<file path="config.mk">
export PLATFORM = sky130hd
export DESIGN_NAME = mstk_ctrl
export DESIGN_NICKNAME = d
export VERILOG_FILES = /design/src/rtl/mstk_pkg.sv /design/src/rtl/mstk_areg.sv /design/src/rtl/mstk_sp.sv /design/src/rtl/mstk_seq.sv /design/src/rtl/mstk_amux.sv /design/src/rtl/mstk_ctrl.sv
export SDC_FILE = /design/constraint.sdc
export NUM_CORES = 1
export LEC_CHECK = 0
export BUFFER_PORTS_ARGS = -buffer_cell sky130_fd_sc_hd__buf_2
export CAP_MARGIN = 5
export CORE_MARGIN = 1
export CORE_UTILIZATION = 50
export DETAILED_ROUTE_END_ITERATION = 16
export PLACE_DENSITY_LB_ADDON = 0.3
export SLEW_MARGIN = 20
export SYNTH_ARGS = -nofsm -noshare
export SYNTH_HDL_FRONTEND = slang
export SYNTH_SLANG_ARGS = --single-unit
</file>
<file path="constraint.sdc">
create_clock -name clk -period 3.1 [get_ports clk]
set_input_delay 0.31 -clock clk [delete_from_list [all_inputs] [get_ports clk]]
set_output_delay 0.31 -clock clk [all_outputs]
set_load 0.02 [all_outputs]
</file>
<file path="src/rtl/mstk_pkg.sv">
package mstk_pkg;

   typedef enum logic [1:0] {
      SRC_PC  = 2'd0,
      SRC_AR  = 2'd1,
      SRC_SP  = 2'd2,
      SRC_ALT = 2'd3
   } addr_src_e;

   typedef enum logic [2:0] {
      ST_IDLE     = 3'd0,
      ST_PUSH_DEC = 3'd1,
      ST_PUSH_WR  = 3'd2,
      ST_POP_RD   = 3'd3,
      ST_POP_INC  = 3'd4
   } seq_state_e;

endpackage

</file>
<file path="src/rtl/mstk_areg.sv">
module mstk_areg #(
   parameter int W = 16
) (
   input  logic         clk,
   input  logic         rst_n,
   input  logic         ld,
   input  logic [W-1:0] din,
   output logic [W-1:0] q
);
   always_ff @(posedge clk) begin
      if (!rst_n)  q <= '0;
      else if (ld) q <= din;
   end
endmodule

</file>
<file path="src/rtl/mstk_sp.sv">
module mstk_sp #(
   parameter int AW      = 16,
   parameter int SP_INIT = 4001,
   parameter int SP_LOW  = 3000
) (
   input  logic          clk,
   input  logic          rst_n,
   input  logic          dec,
   input  logic          inc,
   output logic [AW-1:0] sp_q,
   output logic          at_low,
   output logic          at_top
);
   localparam logic [AW-1:0] TOP_V = AW'(SP_INIT);
   localparam logic [AW-1:0] LOW_V = AW'(SP_LOW);

   always_ff @(posedge clk) begin
      if (!rst_n)   sp_q <= TOP_V;
      else if (dec) sp_q <= sp_q - 1'b1;
      else if (inc) sp_q <= sp_q + 1'b1;
   end

   assign at_low = (sp_q == LOW_V);
   assign at_top = (sp_q == TOP_V);

   // pointer inside its window
   p_sp_range_r2: assert property (@(posedge clk) disable iff (!rst_n)
      (sp_q >= LOW_V) && (sp_q <= TOP_V));

   // pointer moves by one word at most
   p_sp_step_r2: assert property (@(posedge clk) disable iff (!rst_n)
      (sp_q != $past(sp_q)) |->
         ((sp_q == $past(sp_q) + 1'b1) || (sp_q == $past(sp_q) - 1'b1)));
endmodule

</file>
<file path="src/rtl/mstk_seq.sv">
module mstk_seq
   import mstk_pkg::*;
(
   input  logic       clk,
   input  logic       rst_n,
   input  logic       push_req,
   input  logic       pop_req,
   input  logic       at_low,
   input  logic       at_top,
   output seq_state_e state_q,
   output logic       sp_dec,
   output logic       sp_inc,
   output logic       dr_cap,
   output logic       wr_en,
   output logic       ovf_q,
   output logic       unf_q
);
   seq_state_e state_d;
   logic       ovf_d, unf_d;

   always_comb begin
      state_d = state_q;
      ovf_d   = 1'b0;
      unf_d   = 1'b0;
      unique case (state_q)
         ST_IDLE: begin
            if (push_req) begin
               if (at_low) ovf_d   = 1'b1;
               else        state_d = ST_PUSH_DEC;
            end else if (pop_req) begin
               if (at_top) unf_d   = 1'b1;
               else        state_d = ST_POP_RD;
            end
         end
         ST_PUSH_DEC: state_d = ST_PUSH_WR;
         ST_PUSH_WR:  state_d = ST_IDLE;
         ST_POP_RD:   state_d = ST_POP_INC;
         ST_POP_INC:  state_d = ST_IDLE;
         default:     state_d = ST_IDLE;
      endcase
   end

   always_ff @(posedge clk) begin
      if (!rst_n) begin
         state_q <= ST_IDLE;
         ovf_q   <= 1'b0;
         unf_q   <= 1'b0;
      end else begin
         state_q <= state_d;
         ovf_q   <= ovf_d;
         unf_q   <= unf_d;
      end
   end

   assign sp_dec = (state_q == ST_PUSH_DEC);
   assign sp_inc = (state_q == ST_POP_INC);
   assign dr_cap = (state_q == ST_POP_INC);
   assign wr_en  = (state_q == ST_PUSH_WR);

   // never both flags at once
   p_flags_excl_r10: assert property (@(posedge clk) disable iff (!rst_n)
      !(ovf_q && unf_q));
endmodule

</file>
<file path="src/rtl/mstk_amux.sv">
module mstk_amux
   import mstk_pkg::*;
#(
   parameter int AW     = 16,
   parameter bit ALT_SP = 1'b0
) (
   input  logic [AW-1:0] pc,
   input  logic [AW-1:0] ar,
   input  logic [AW-1:0] sp,
   input  logic [1:0]    sel,
   input  logic          stack_own,
   output logic [AW-1:0] addr
);
   logic [AW-1:0] alt_src;

   generate
      if (ALT_SP) begin : g_alt_sp
         assign alt_src = sp;
      end else begin : g_alt_pc
         assign alt_src = pc;
      end
   endgenerate

   always_comb begin
      if (stack_own) addr = sp;
      else begin
         unique case (addr_src_e'(sel))
            SRC_PC:  addr = pc;
            SRC_AR:  addr = ar;
            SRC_SP:  addr = sp;
            default: addr = alt_src;
         endcase
      end
   end
endmodule

</file>
<file path="src/rtl/mstk_ctrl.sv">
module mstk_ctrl
   import mstk_pkg::*;
#(
   parameter int AW      = 16,
   parameter int DW      = 16,
   parameter int SP_INIT = 4001,
   parameter int SP_LOW  = 3000,
   parameter bit ALT_SP  = 1'b0
) (
   input  logic          clk,
   input  logic          rst_n,
   input  logic          push_req,
   input  logic          pop_req,
   input  logic          dr_ld,
   input  logic [DW-1:0] dr_din,
   input  logic          pc_ld,
   input  logic [AW-1:0] pc_din,
   input  logic          ar_ld,
   input  logic [AW-1:0] ar_din,
   input  logic [1:0]    addr_sel,
   output logic [AW-1:0] mem_addr,
   output logic          mem_we,
   output logic [DW-1:0] mem_wdata,
   input  logic [DW-1:0] mem_rdata,
   output logic [DW-1:0] dr_q,
   output logic [AW-1:0] sp_q,
   output logic          busy,
   output logic          ovf,
   output logic          unf
);
   localparam int NAREG = 2;
   localparam int DEPTH = SP_INIT - SP_LOW;

   initial begin : elab_chk
      assert (SP_LOW < SP_INIT) else $error("stack window empty");
      assert (SP_INIT < (1 << AW)) else $error("SP_INIT exceeds address width");
      assert (DEPTH >= 1) else $error("stack depth must be positive");
      assert (DW >= 1) else $error("data width must be positive");
   end

   seq_state_e    state;
   logic          sp_dec, sp_inc, dr_cap, wr_en, at_low, at_top;
   logic          ld_v   [NAREG];
   logic [AW-1:0] din_v  [NAREG];
   logic [AW-1:0] areg_q [NAREG];

   assign ld_v[0]  = pc_ld;
   assign din_v[0] = pc_din;
   assign ld_v[1]  = ar_ld;
   assign din_v[1] = ar_din;

   generate
      for (genvar g = 0; g < NAREG; g++) begin : g_areg
         mstk_areg #(.W(AW)) u_reg (
            .clk(clk), .rst_n(rst_n), .ld(ld_v[g]), .din(din_v[g]), .q(areg_q[g])
         );
      end
   endgenerate

   mstk_seq u_seq (
      .clk(clk), .rst_n(rst_n), .push_req(push_req), .pop_req(pop_req),
      .at_low(at_low), .at_top(at_top), .state_q(state),
      .sp_dec(sp_dec), .sp_inc(sp_inc), .dr_cap(dr_cap), .wr_en(wr_en),
      .ovf_q(ovf), .unf_q(unf)
   );

   mstk_sp #(.AW(AW), .SP_INIT(SP_INIT), .SP_LOW(SP_LOW)) u_sp (
      .clk(clk), .rst_n(rst_n), .dec(sp_dec), .inc(sp_inc),
      .sp_q(sp_q), .at_low(at_low), .at_top(at_top)
   );

   assign busy = (state != ST_IDLE);

   mstk_amux #(.AW(AW), .ALT_SP(ALT_SP)) u_amux (
      .pc(areg_q[0]), .ar(areg_q[1]), .sp(sp_q), .sel(addr_sel),
      .stack_own(busy), .addr(mem_addr)
   );

   always_ff @(posedge clk) begin
      if (!rst_n)                dr_q <= '0;
      else if (dr_cap)           dr_q <= mem_rdata;
      else if (dr_ld && !busy)   dr_q <= dr_din;
   end

   assign mem_we    = wr_en;
   assign mem_wdata = dr_q;

   // every write lands at the stack pointer
   p_wr_at_sp_r3: assert property (@(posedge clk) disable iff (!rst_n)
      mem_we |-> (mem_addr == sp_q));

   // writes only inside a stack operation
   p_we_busy_r9: assert property (@(posedge clk) disable iff (!rst_n)
      mem_we |-> busy);

   // refused push leaves a full, unmoved pointer
   p_no_overflow_r5: assert property (@(posedge clk) disable iff (!rst_n)
      ovf |-> ($stable(sp_q) && at_low && !busy));

   // refused pop leaves an empty, unmoved pointer
   p_no_underflow_r6: assert property (@(posedge clk) disable iff (!rst_n)
      unf |-> ($stable(sp_q) && at_top && !busy));
endmodule

</file>
==> flow_summary.json <==
{
  "status": "finished clean",
  "finalNonFillerCells": 689,
  "yosysTopAreaCell": "dfxtp_1",
  "power.share.clock": 0.157,
  "synth_mux_area_frac": 0.115,
  "cts_setup_buffers": 0,
  "grt_setup_unrepaired": "no",
  "cts_buffers": 9,
  "finalCriticalPeriod_ns": 2.55,
  "critPathLaunchType": "flop",
  "synthesis.area_sq_um": 3900,
  "worstPathMaxFanout": 16,
  "grt_pass1_vias": 3639,
  "leakagePower_uw": 0.00222,
  "start_util": 0.526,
  "vias_per_cell": 5.52,
  "hold_buffers": 0,
  "ys_dominant_reg_cell": "dfxtp_1",
  "timing.fmax_mhz": 392,
  "register_area_sq_um": 1380,
  "design_area_sq_um": 4690,
  "dieWidth_um": 90.3,
  "htreeDepth": 3,
  "synth_area_leaders": "dfxtp_1 (35%), mux2i_1 (12%), nor2_1 (7.4%)",
  "grt_pass1_wl_um": 16900,
  "setup_tns_ns": 0,
  "numPortBuffers": 140,
  "synth_edf_count": 0,
  "drt_wl_total_um": 10200,
  "cts.repair.resized": 0,
  "fin_crit_sh": 0.823,
  "worst_setup_path_end_kind": "output pin",
  "critical_path_class": "reg2out",
  "synth_top_area_share": 0.354,
  "setup_viol": 0,
  "drt_iter0_drc": 201,
  "synth_nets": 564,
  "worst_hold_path_type": "in2reg",
  "async_reset_ff_frac": 0,
  "required_ns": 2.79,
  "coreArea_sq_um": 7410,
  "cts_tree": "done",
  "num_vias": 3805,
  "clock_skew_ns": 0.00630,
  "p_seq_frac": 0.278,
  "drive_gt1_frac": 0.283,
  "overflow": 0,
  "seq_area_frac_synth": 0.354,
  "fillers": 680,
  "clkSinkCount": 69,
  "synth-seq-cells": 69,
  "ioPinCount": 141,
  "synth.most_common_cell": "nor2_1",
  "postRouteAntennaNets": 0,
  "ir_drop_v": 0.000614,
  "synth_xor_xnor_area_share": 0.0202,
  "antenna_cells": 0,
  "synth.top_cells.by_count": "nor2_1 (77), dfxtp_1 (69), nand2_1 (54)",
  "p_switching_uw": 2310,
  "clockRootBuffer": "clkbuf_8",
  "clkTransAtPathRegs_ns": 0.08,
  "hold_viol": 0,
  "pwr-share-comb": 0.565,
  "multi_input_area_sq_um": 2230,
  "area_growth_pct": 20.3,
  "worstSkewPairLatency_ns": 0.35,
  "routabilityCongestion": 0.914,
  "cp_data_arrival_time_ns": 2.24,
  "yosys_warnings": 0,
  "worst_slew_pin_slew_ns": 1.04,
  "die_area_sq_um": 8160,
  "synth_top_family_by_area": "simple AND/OR/NAND/NOR gates",
  "fin_util": 0.633,
  "powerDensity_nw_per_um2": 1010,
  "synthAdderAreaFrac": 0.0565,
  "dp_cells": 673,
  "slew_viol_final": 0,
  "p_int_uw": 2450,
  "ys_types": 53,
  "row_count": 31,
  "yosys.area_share.simple": 0.199,
  "synth_area_per_cell_sq_um": 8.23,
  "antenna_found_initial": 0,
  "dp_hpwl_um": 7340,
  "place_area_sq_um": 4490,
  "synth_cells": 474,
  "grt_max_degree": 61,
  "drv_cap": 0,
  "synth_compound_area_frac": 0.179,
  "track_usage": 0.255,
  "drc_errors": 0,
  "cts_buffer_depth": 2,
  "nNetsFinal": 675,
  "routedWlPerCell_um": 14.8,
  "slew-limit-headroom": 0.306,
  "dieHeight_um": 90.3,
  "drt_first_pass_iters": 4,
  "sw_frac_of_total": 0.485
}
[registers in the layout, summed over array words and instances (netlist names)]
register,cells
g_areg.u_reg.q,32
u_seq.unf_q,1
u_sp.sp_q,16
dr_q,16
u_seq.state_q,3
u_seq.ovf_q,1
[per-stage QoR]
stage,power (uW),worst slack [ns],hold slack [ns]
2_1_floorplan,3330,0.444,0.428
3_3_place_gp,3920,0.744,0.472
3_5_place_dp,3980,0.658,0.484
4_1_cts,4750,0.591,0.186
5_1_grt,5100,0.410,0.190
6_report,4750,0.550,0.189
[layout make-up]
cell class	count	area share
sequential	69	0.294
multi-input combinational	353	0.475
tap	99	0.0264
clock inverter	5	0.0128
timing repair buffer	143	0.154
inverter	9	0.00720
clock buffer	11	0.0301
[worst paths after layout]
path         slack (ns)                     to  depth (start not counted)                 start
max                0.55           mem_addr[11]                          5      u_seq.state_q[2]
min                0.19  g_areg[0].u_reg.q[15]                          3            pc_din[15]
max reg2reg        0.63           u_sp.sp_q[9]                          8      u_seq.state_q[0]
min reg2reg        0.50   g_areg[1].u_reg.q[8]                          2  g_areg[1].u_reg.q[8]
[cell families (layout without fill, tap and decap cells)]
group / after synthesis / in the layout
multiplexers: 45 / 45
AND/OR/NAND/NOR: 175 / 175
adder cells (fa/ha/maj): 17 / 17
AO/OA/AOI/OAI: 107 / 107
XOR/XNOR: 9 / 9
buffers and inverters: 52 / 168
flip-flops: 69 / 69
[critical path, stage by stage, from the launching register on]
cell	delay, ns
dfxtp_1	0.38
nor3_1	0.66
o21ai_2	0.39
nand2_1	0.15
o21ai_0	0.12
buf_2	0.19
[metal layers]
metal / routed length (um) / up-vias / track usage
met5: 0 / - / 0
met4: 216 / 0 / 0.105
met3: 685 / 23 / 0.0564
met2: 4800 / 141 / 0.438
met1: 4500 / 1752 / 0.306
li1: - / 1889 / -
[cell usage in the layout (no fill, tap or decap), types with 10 or more instances in the layout]
| cell type | Yosys | routed |
|---|---|---|
| nand2_1 | 54 | 54 |
| buf_2 | 5 | 140 |
| clkbuf_8 | 0 | 10 |
| a21oi_1 | 30 | 30 |
| mux2i_1 | 45 | 45 |
| a211oi_1 | 19 | 19 |
| ha_1 | 16 | 16 |
| nor2_1 | 77 | 77 |
| dfxtp_1 | 69 | 69 |
| nor3_1 | 12 | 12 |
| o21ai_0 | 17 | 17 |
[power by group through the flow]
stage               logic (uW)  clock network [uW]  registers, uW
floorplan                 1880                   0           1450
global placement          2590                   0           1330
detailed placement        2650                   0           1340
CTS                       2670                 755           1320
global route              2960                 792           1350
finish                    2690                 744           1320
Power figures use the tool's default switching activity.
